## config.mk

```make
export PLATFORM = sky130hd
export DESIGN_NAME = irq_src_ctrl
export DESIGN_NICKNAME = d
export VERILOG_FILES = /design/src/rtl/isc_pkg.sv /design/src/rtl/isc_src_slot.sv /design/src/rtl/isc_offer_arb.sv /design/src/rtl/isc_resend_scan.sv /design/src/rtl/irq_src_ctrl.sv
export SDC_FILE = /design/constraint.sdc
export NUM_CORES = 1
export LEC_CHECK = 0
export ABC_AREA = 1
export BUFFER_PORTS_ARGS = -buffer_cell sky130_fd_sc_hd__buf_4
export CORE_ASPECT_RATIO = 1.2
export CORE_MARGIN = 4
export CORE_UTILIZATION = 57
export CTS_BUF_LIST = sky130_fd_sc_hd__clkbuf_4
export DETAILED_ROUTE_END_ITERATION = 8
export GPL_ROUTABILITY_DRIVEN = 1
export PLACE_DENSITY = 0.75
export SLEW_MARGIN = 15
export SYNTH_ARGS = -nofsm -noshare
export SYNTH_HDL_FRONTEND = slang
export SYNTH_SLANG_ARGS = --single-unit
```

## constraint.sdc

```tcl
create_clock -name clk -period 1.9 [get_ports clk]
set_input_delay 0.19 -clock clk [delete_from_list [all_inputs] [get_ports clk]]
set_output_delay 0.19 -clock clk [all_outputs]
set_load 0.02 [all_outputs]
```

## src/rtl/isc_pkg.sv

```systemverilog
package isc_pkg;
   typedef enum logic [1:0] {
      KIND_NONE  = 2'd0,
      KIND_LEVEL = 2'd1,
      KIND_MSG   = 2'd2
   } src_kind_e;
endpackage

```

## src/rtl/isc_src_slot.sv

```systemverilog
module isc_src_slot
   import isc_pkg::*;
#(
   parameter int SRVW  = 8,
   parameter int PRIOW = 8
) (
   input  logic             clk,
   input  logic             rst_n,
   input  logic             clr_i,
   input  logic             type_we_i,
   input  logic             type_level_i,
   input  logic             line_i,
   input  logic             cfg_we_i,
   input  logic [SRVW-1:0]  cfg_server_i,
   input  logic [PRIOW-1:0] cfg_prio_i,
   input  logic [PRIOW-1:0] cfg_saved_i,
   input  logic             rej_hit_i,
   input  logic             eoi_hit_i,
   input  logic             scan_hit_i,
   input  logic             grant_i,
   output logic             queued_o,
   output logic [SRVW-1:0]  server_o,
   output logic [PRIOW-1:0] prio_o
);
   localparam logic [PRIOW-1:0] MASKP = '1;

   src_kind_e        kind_q,  kind_d;
   logic [SRVW-1:0]  srv_q,   srv_d;
   logic [PRIOW-1:0] prio_q,  prio_d;
   logic [PRIOW-1:0] saved_q, saved_d;
   logic asrt_q, asrt_d, sent_q, sent_d, rej_q, rej_d, mpend_q, mpend_d, que_q, que_d;

   always_comb begin
      kind_d  = kind_q;  srv_d   = srv_q;   prio_d = prio_q; saved_d = saved_q;
      asrt_d  = asrt_q;  sent_d  = sent_q;  rej_d  = rej_q;  mpend_d = mpend_q;
      que_d   = que_q;
      if (grant_i) que_d = 1'b0;
      if (type_we_i && kind_q == KIND_NONE)
         kind_d = type_level_i ? KIND_LEVEL : KIND_MSG;
      // line events
      if (kind_q == KIND_MSG) begin
         if (line_i) begin
            if (prio_q == MASKP) mpend_d = 1'b1;
            else                 que_d   = 1'b1;
         end
      end else if (kind_q == KIND_LEVEL && line_i != asrt_q) begin
         asrt_d = line_i;
         if (prio_q != MASKP && asrt_d && !sent_d) begin
            sent_d = 1'b1; que_d = 1'b1;
         end
      end
      // configuration write
      if (cfg_we_i && kind_q != KIND_NONE) begin
         srv_d = cfg_server_i; prio_d = cfg_prio_i; saved_d = cfg_saved_i;
         if (kind_q == KIND_MSG && mpend_d && prio_d != MASKP) begin
            mpend_d = 1'b0; que_d = 1'b1;
         end
         if (kind_q == KIND_LEVEL && prio_d != MASKP && asrt_d && !sent_d) begin
            sent_d = 1'b1; que_d = 1'b1;
         end
      end
      // refusal
      if (rej_hit_i) begin
         if (kind_q == KIND_MSG)        rej_d  = 1'b1;
         else if (kind_q == KIND_LEVEL) sent_d = 1'b0;
      end
      // end of interrupt
      if (eoi_hit_i && kind_q == KIND_LEVEL) sent_d = 1'b0;
      // resend sweep visit
      if (scan_hit_i) begin
         if (kind_q == KIND_MSG && rej_d) begin
            rej_d = 1'b0;
            if (prio_d != MASKP) que_d = 1'b1;
         end else if (kind_q == KIND_LEVEL && prio_d != MASKP && asrt_d && !sent_d) begin
            sent_d = 1'b1; que_d = 1'b1;
         end
      end
      if (clr_i) begin
         kind_d = kind_q; srv_d = '0; prio_d = MASKP; saved_d = MASKP;
         asrt_d = 1'b0; sent_d = 1'b0; rej_d = 1'b0; mpend_d = 1'b0; que_d = 1'b0;
      end
   end

   always_ff @(posedge clk or negedge rst_n) begin
      if (!rst_n) begin
         kind_q <= KIND_NONE; srv_q <= '0; prio_q <= MASKP; saved_q <= MASKP;
         asrt_q <= 1'b0; sent_q <= 1'b0; rej_q <= 1'b0; mpend_q <= 1'b0; que_q <= 1'b0;
      end else begin
         kind_q <= kind_d; srv_q <= srv_d; prio_q <= prio_d; saved_q <= saved_d;
         asrt_q <= asrt_d; sent_q <= sent_d; rej_q <= rej_d; mpend_q <= mpend_d; que_q <= que_d;
      end
   end

   assign queued_o = que_q;
   assign server_o = srv_q;
   assign prio_o   = prio_q;

   AST_UNTYPED_IDLE: assert property (@(posedge clk) disable iff (!rst_n)
      kind_q == KIND_NONE |-> !que_q && !asrt_q && !sent_q && !rej_q && !mpend_q);
   AST_MSG_BITS: assert property (@(posedge clk) disable iff (!rst_n)
      kind_q == KIND_MSG |-> !asrt_q && !sent_q);
   AST_LEVEL_BITS: assert property (@(posedge clk) disable iff (!rst_n)
      kind_q == KIND_LEVEL |-> !rej_q && !mpend_q);
   AST_TYPE_STICKY: assert property (@(posedge clk) disable iff (!rst_n)
      kind_q != KIND_NONE |=> kind_q == $past(kind_q));
   AST_CLEAR_STATE: assert property (@(posedge clk) disable iff (!rst_n)
      $past(clr_i) |-> prio_q == MASKP && saved_q == MASKP && !que_q && !sent_q && !rej_q && !mpend_q);
endmodule

```

## src/rtl/isc_offer_arb.sv

```systemverilog
module isc_offer_arb #(
   parameter int NSRC  = 8,
   parameter int NUMW  = 16,
   parameter int BASE  = 4096,
   parameter int SRVW  = 8,
   parameter int PRIOW = 8
) (
   input  logic                        clk,
   input  logic                        rst_n,
   input  logic                        clr_i,
   input  logic [NSRC-1:0]             queued_i,
   input  logic [NSRC-1:0][SRVW-1:0]   server_i,
   input  logic [NSRC-1:0][PRIOW-1:0]  prio_i,
   input  logic                        offer_ready_i,
   output logic [NSRC-1:0]             grant_o,
   output logic                        stall_o,
   output logic                        offer_valid_o,
   output logic [NUMW-1:0]             offer_num_o,
   output logic [SRVW-1:0]             offer_server_o,
   output logic [PRIOW-1:0]            offer_prio_o
);
   localparam int IDXW = (NSRC > 1) ? $clog2(NSRC) : 1;
   localparam logic [NUMW-1:0] BASE_N = NUMW'(BASE);

   logic            port_free;
   logic            win_found;
   logic [IDXW-1:0] win_idx;

   assign port_free = !offer_valid_o || offer_ready_i;
   assign stall_o   = !port_free;

   always_comb begin
      win_found = 1'b0;
      win_idx   = '0;
      for (int k = NSRC - 1; k >= 0; k--) begin
         if (queued_i[k]) begin
            win_found = 1'b1;
            win_idx   = IDXW'(k);
         end
      end
   end

   for (genvar g = 0; g < NSRC; g++) begin : g_grant
      assign grant_o[g] = port_free && win_found && !clr_i && (win_idx == IDXW'(g));
   end

   always_ff @(posedge clk or negedge rst_n) begin
      if (!rst_n) begin
         offer_valid_o  <= 1'b0;
         offer_num_o    <= '0;
         offer_server_o <= '0;
         offer_prio_o   <= '0;
      end else if (clr_i) begin
         offer_valid_o  <= 1'b0;
      end else if (port_free) begin
         offer_valid_o <= win_found;
         if (win_found) begin
            offer_num_o    <= BASE_N + NUMW'(win_idx);
            offer_server_o <= server_i[win_idx];
            offer_prio_o   <= prio_i[win_idx];
         end
      end
   end

   AST_OFFER_HOLD: assert property (@(posedge clk) disable iff (!rst_n)
      offer_valid_o && !offer_ready_i && !clr_i |=> offer_valid_o && $stable(offer_num_o)
         && $stable(offer_server_o) && $stable(offer_prio_o));
   AST_OFFER_RANGE: assert property (@(posedge clk) disable iff (!rst_n)
      offer_valid_o |-> offer_num_o >= BASE_N && offer_num_o < BASE_N + NUMW'(NSRC));
endmodule

```

## src/rtl/isc_resend_scan.sv

```systemverilog
module isc_resend_scan #(
   parameter int NSRC = 8
) (
   input  logic            clk,
   input  logic            rst_n,
   input  logic            clr_i,
   input  logic            start_i,
   input  logic            stall_i,
   output logic [NSRC-1:0] hit_o
);
   localparam int IDXW = (NSRC > 1) ? $clog2(NSRC) : 1;
   localparam logic [IDXW-1:0] LAST = IDXW'(NSRC - 1);

   logic            active_q;
   logic [IDXW-1:0] ptr_q;
   logic            step;

   assign step = active_q && !stall_i && !start_i && !clr_i;

   for (genvar g = 0; g < NSRC; g++) begin : g_hit
      assign hit_o[g] = step && (ptr_q == IDXW'(g));
   end

   always_ff @(posedge clk or negedge rst_n) begin
      if (!rst_n) begin
         active_q <= 1'b0;
         ptr_q    <= '0;
      end else if (clr_i) begin
         active_q <= 1'b0;
         ptr_q    <= '0;
      end else if (start_i) begin
         active_q <= 1'b1;
         ptr_q    <= '0;
      end else if (step) begin
         if (ptr_q == LAST) active_q <= 1'b0;
         else               ptr_q    <= ptr_q + 1'b1;
      end
   end

   AST_SCAN_STALL: assert property (@(posedge clk) disable iff (!rst_n)
      active_q && stall_i && !start_i && !clr_i |=> active_q && $stable(ptr_q));
   AST_SCAN_START: assert property (@(posedge clk) disable iff (!rst_n)
      start_i && !clr_i |=> active_q && ptr_q == '0);
endmodule

```

## src/rtl/irq_src_ctrl.sv

```systemverilog
module irq_src_ctrl #(
   parameter int NSRC  = 8,
   parameter int NUMW  = 16,
   parameter int BASE  = 4096,
   parameter int SRVW  = 8,
   parameter int PRIOW = 8,
   localparam int IDXW = (NSRC > 1) ? $clog2(NSRC) : 1
) (
   input  logic             clk,
   input  logic             rst_n,
   input  logic             clr_i,
   input  logic             type_we_i,
   input  logic [IDXW-1:0]  type_idx_i,
   input  logic             type_level_i,
   input  logic [NSRC-1:0]  src_line_i,
   input  logic             cfg_we_i,
   input  logic [IDXW-1:0]  cfg_idx_i,
   input  logic [SRVW-1:0]  cfg_server_i,
   input  logic [PRIOW-1:0] cfg_prio_i,
   input  logic [PRIOW-1:0] cfg_saved_i,
   input  logic             rej_valid_i,
   input  logic [NUMW-1:0]  rej_num_i,
   input  logic             eoi_valid_i,
   input  logic [NUMW-1:0]  eoi_num_i,
   input  logic             resend_i,
   output logic             offer_valid_o,
   input  logic             offer_ready_i,
   output logic [NUMW-1:0]  offer_num_o,
   output logic [SRVW-1:0]  offer_server_o,
   output logic [PRIOW-1:0] offer_prio_o
);
   localparam logic [NUMW-1:0] BASE_N = NUMW'(BASE);
   localparam logic [NUMW-1:0] NSRC_N = NUMW'(NSRC);

   initial begin
      assert (NSRC >= 2 && NUMW > IDXW && BASE + NSRC <= 2 ** NUMW && PRIOW >= 1 && SRVW >= 1)
         else $error("irq_src_ctrl: parameter set out of range");
   end

   logic [NUMW-1:0] rej_off, eoi_off;
   logic            rej_in, eoi_in;
   logic [NSRC-1:0] rej_hit, eoi_hit, scan_hit, grant, queued;
   logic [NSRC-1:0][SRVW-1:0]  slot_srv;
   logic [NSRC-1:0][PRIOW-1:0] slot_prio;
   logic            stall;

   // global number to local index, with range filter
   assign rej_off = rej_num_i - BASE_N;
   assign eoi_off = eoi_num_i - BASE_N;
   assign rej_in  = rej_valid_i && (rej_num_i >= BASE_N) && (rej_off < NSRC_N);
   assign eoi_in  = eoi_valid_i && (eoi_num_i >= BASE_N) && (eoi_off < NSRC_N);

   for (genvar i = 0; i < NSRC; i++) begin : g_slot
      assign rej_hit[i] = rej_in && (rej_off[IDXW-1:0] == IDXW'(i));
      assign eoi_hit[i] = eoi_in && (eoi_off[IDXW-1:0] == IDXW'(i));

      isc_src_slot #(.SRVW(SRVW), .PRIOW(PRIOW)) u_slot (
         .clk          (clk),
         .rst_n        (rst_n),
         .clr_i        (clr_i),
         .type_we_i    (type_we_i && (type_idx_i == IDXW'(i))),
         .type_level_i (type_level_i),
         .line_i       (src_line_i[i]),
         .cfg_we_i     (cfg_we_i && (cfg_idx_i == IDXW'(i))),
         .cfg_server_i (cfg_server_i),
         .cfg_prio_i   (cfg_prio_i),
         .cfg_saved_i  (cfg_saved_i),
         .rej_hit_i    (rej_hit[i]),
         .eoi_hit_i    (eoi_hit[i]),
         .scan_hit_i   (scan_hit[i]),
         .grant_i      (grant[i]),
         .queued_o     (queued[i]),
         .server_o     (slot_srv[i]),
         .prio_o       (slot_prio[i])
      );
   end

   isc_offer_arb #(.NSRC(NSRC), .NUMW(NUMW), .BASE(BASE), .SRVW(SRVW), .PRIOW(PRIOW)) u_arb (
      .clk            (clk),
      .rst_n          (rst_n),
      .clr_i          (clr_i),
      .queued_i       (queued),
      .server_i       (slot_srv),
      .prio_i         (slot_prio),
      .offer_ready_i  (offer_ready_i),
      .grant_o        (grant),
      .stall_o        (stall),
      .offer_valid_o  (offer_valid_o),
      .offer_num_o    (offer_num_o),
      .offer_server_o (offer_server_o),
      .offer_prio_o   (offer_prio_o)
   );

   isc_resend_scan #(.NSRC(NSRC)) u_scan (
      .clk     (clk),
      .rst_n   (rst_n),
      .clr_i   (clr_i),
      .start_i (resend_i),
      .stall_i (stall),
      .hit_o   (scan_hit)
   );

   AST_CLEAR_IDLE: assert property (@(posedge clk) disable iff (!rst_n)
      clr_i |=> !offer_valid_o);
   AST_OUT_OF_RANGE: assert property (@(posedge clk) disable iff (!rst_n)
      rej_valid_i && rej_num_i < BASE_N |-> rej_hit == '0);
endmodule

```

==> summary.txt <==
Global route
  – Initial antenna violation count: 1
  – Vias in the first global route: 11244
  – Global route overflow: 0
  – Total global-route track usage: 0.325
  – First-pass GRT wire length: ~57000 um
  – Pin count of the biggest net entering global routing: 75

Detailed routing
  – Number of vias after detailed routing: between 10000 and 15000
  – DR WL/cell: 18.0 um
  – Detail Route Antenna Nets: 0
  – Number of design rule violations left after detail routing: 0
  – Iteration-0 DRC Markers: 969
  – Drt via density: 5.57
  – Number of detailed-routing iterations run before antenna repair: 7
  – Wirelength, routed: roughly 38000 um

Timing
  – Worst max-slew margin expressed relative to the limit: 0.542
  – Tcrit/Tclk final: 1.01
  – Tightest hold margin: -19.3 ps
  – Endpoints failing hold: 2
  – Time the final worst path needs with I/O delays and setup: 1930 ps
  – PnR worst setup slack: -27.0 ps
  – Highest Clock Rate: around 520 MHz
  – Worst slew pin tran: between 600 and 700 ps
  – Setup repair after global routing missed its margin: true
  – Final worst clock skew: between 70 and 80 ps
  – # setup viols final: 3
  – Number of pins exceeding their max-slew limit in the final report: 0

Yosys
  – Summed instance area of the synthesized netlist: 11400 um2
  – Share of synthesized area occupied by flip-flops and latches: 0.466
  – Most frequently used flop master after synthesis: dfrtp_1
  – EDFF count, synth: 0
  – Average size of a mapped cell: 7.32 um2
  – Distinct cell type count after synthesis: 41
  – Number of storage elements in the synthesis netlist: between 200 and 250
  – Yosys warning count: 0
  – Mapped Cells: 1557
  – Proportion of register bits with asynchronous set or reset after synthesis: 1.00

Die
  – Overall die area: about 22000 um2
  – Height of the chip: 163 um
  – Row count: 56
  – I/O Pins: 113
  – Starting utilization of the core area: 0.581
  – Die outline width: 137 um
  – Core Box Area: roughly 20000 um2

Critical path
  – RR Startpoint: g_slot[5].u_slot.queued_o
  – Worst Path Class, Setup: register to register
  – Crit path arrival time: 2550 ps
  – Worst R2R Setup Slack: -30 ps
  – Crit-path max FO: 6
  – Crit. End Element: register
  – Worst Path Required: 2530 ps
  – Worst setup SP type: register
  – Crit path launch: g_slot[5].u_slot.queued_o

Layout
  – Nets: 1878
  – Finished Core Util: 0.744
  – Area used by sequential logic in the layout: 5310 um2
  – Layout fillers: 1507
  – Most used cells in the layout excluding fill and tap cells: nand2_1, buf_4, nor2_1
  – Leading cell type in the layout, fill and taps excluded: nand2_1
  – Multi-input combinational cell area: roughly 5800 um2
  – Share of final-layout standard cells stronger than drive strength 1: 0.280
  – Layout overhead on the synthesized area: 28.1%

Power
  – Cell-internal power: 0.00746 W
  – Final Total Pwr: 0.0103 W
  – Switching power as a share of total power: 0.277
  – Net load switching power: 0.00286 W
  – Power density relative to cell area: 707 nW/um2
  – Share of power burned in combinational logic: 0.125
  – Part of the total power dissipated in sequential elements: 0.459
  – Maximum vdd drop: 0.457 mV
  – Leakage: 7.57 nW
  – Clock network fraction of total power: 0.416

Clock tree
  – Total CTS buffers: 56
  – Number of sinks driven by the clock tree: between 200 and 250
  – CTS tree: built
  – H-tree levels: 2
  – Clock transition at the register clock pins on the worst setup and hold paths after CTS: 80 ps
  – Maximum number of buffers from clock root to sink: 3
  – Clock insertion delay at the later pin of the skew report: 720 ps
  – Clock root cell: clkbuf_4

Placement
  – Half-perimeter wire length after placement: ~26000 um
  – Pre-CTS worst setup slack: -20.6 ps
  – RePlAce Congestion: 0.916
  – IO Port Bufs: 92

Job
  – Max capacitance violation total: 0

Hold path
  – Hold Crit Class: input pin to register
  – Source of the worst hold timing path: type_we_i

Outcome
  – Run status: complete, but fails checks
  – Violations in the final reports: hold timing, setup timing
kinds of logic (layout without fill, tap and decap cells):
logic type	after synthesis	after routing	synth area share
AOI/OAI and AO/OA	273	273	0.125
adders and majority gates	6	6	0.00659
buffers and inverters	188	453	0.0733
DFF	209	209	0.466
other	1	13	0.000329
and+or+nand+nor	880	885	0.328
flip-flops by register name (all words and copies together), names as in the netlist:
| name | flops |
|---|---|
| u_arb.offer_server_o | 8 |
| u_arb.offer_num_o | 4 |
| g_slot.u_slot.mpend_q | 8 |
| g_slot.u_slot.asrt_q | 8 |
| u_scan.ptr_q | 3 |
| g_slot.u_slot.sent_q | 8 |
| u_arb.offer_valid_o | 1 |
| g_slot.u_slot.queued_o | 8 |
| g_slot.u_slot.rej_q | 8 |
| g_slot.u_slot.server_o | 64 |
| u_scan.active_q | 1 |
| g_slot.u_slot.prio_o | 64 |
| g_slot.u_slot.kind_q | 16 |
| u_arb.offer_prio_o | 8 |
timing repair:
action,in CTS,in global routing
setup buffers,0,15
setup endpoints to repair,23,57
pin swaps,0,31
resized for setup,8,128
hold buffers,35,0
gates cloned,0,10
hold endpoints to repair,225,0
power groups by stage:
stage	logic [W]	registers [W]	clock network, W
floorplan	0.000546	0.00484	0
finish	0.00128	0.00474	0.00429
CTS	0.00123	0.00473	0.00433
detailed placement	0.00117	0.00480	0
global route	0.00140	0.00475	0.00461
global placement	0.00114	0.00480	0
cell usage after synthesis (all sizes together) (2+ instances only):
library cell	number	area [um2]
clkbuf	20	75.1
inv	126	473
buf	40	275
or2	54	338
nand4	18	113
a21oi	82	429
nor3	17	90.1
dfrtp	145	3630
nor2	175	677
ha	6	75.1
dfstp	64	1680
o21ai	177	901
a31oi	3	18.8
and2	2	12.5
nand2	486	1850
o21a	2	15.0
nand3	125	641
o21bai	8	60.1
worst paths after layout:
kind / end / cells after the start
setup / recovery: u_arb.offer_prio_o[4] / 12
hold / removal: g_slot[7].u_slot.kind_q[0] / 5
setup reg to reg: u_arb.offer_prio_o[4] / 12
hold reg to reg: u_arb.offer_num_o[12] / 1
max in group asynchronous: g_slot[0].u_slot.prio_o[6] / 3
min in group asynchronous: u_arb.offer_valid_o / 2
metrics by stage:
stage	std cells	area (um2)	TNS, ps
finish	2100	14600	-69.2
global route	2100	14600	-920
CTS	2077	13900	0
detailed placement	1938	12800	-71.1
global placement	1938	12800	-0.622
floorplan	1568	11400	0
final cells by class:
class	count	area share
Antenna cell	1	0.000171
Tap cell	261	0.0224
Clock buffer	94	0.0483
Inverter	127	0.0333
Clock inverter	10	0.00446
Multi-Input combinational cell	1176	0.394
Sequential cell	209	0.364
Timing Repair Buffer	222	0.133
per-layer routing:
layer / GRT usage / routed length, um / vias up
li1: - / - / 5508
met1: 0.401 / 14500 / 5496
met2: 0.542 / 18200 / 557
met3: 0.0510 / 2800 / 144
met4: 0.181 / 2310 / 0
met5: 0 / 0 / -
critical path: stages, from the launching register on:
cell and delay (ps):
dfrtp_1 410, nor2_2 110, o21ai_1 80, nand3_1 110, nand3_4 140, nor2_4 320, clkbuf_16 230, nand2_1 60
nand2_2 80, a21oi_2 50, nand2_1 70, nand2_1 60, nand3_1 80
(Power assumes the default switching activity.)
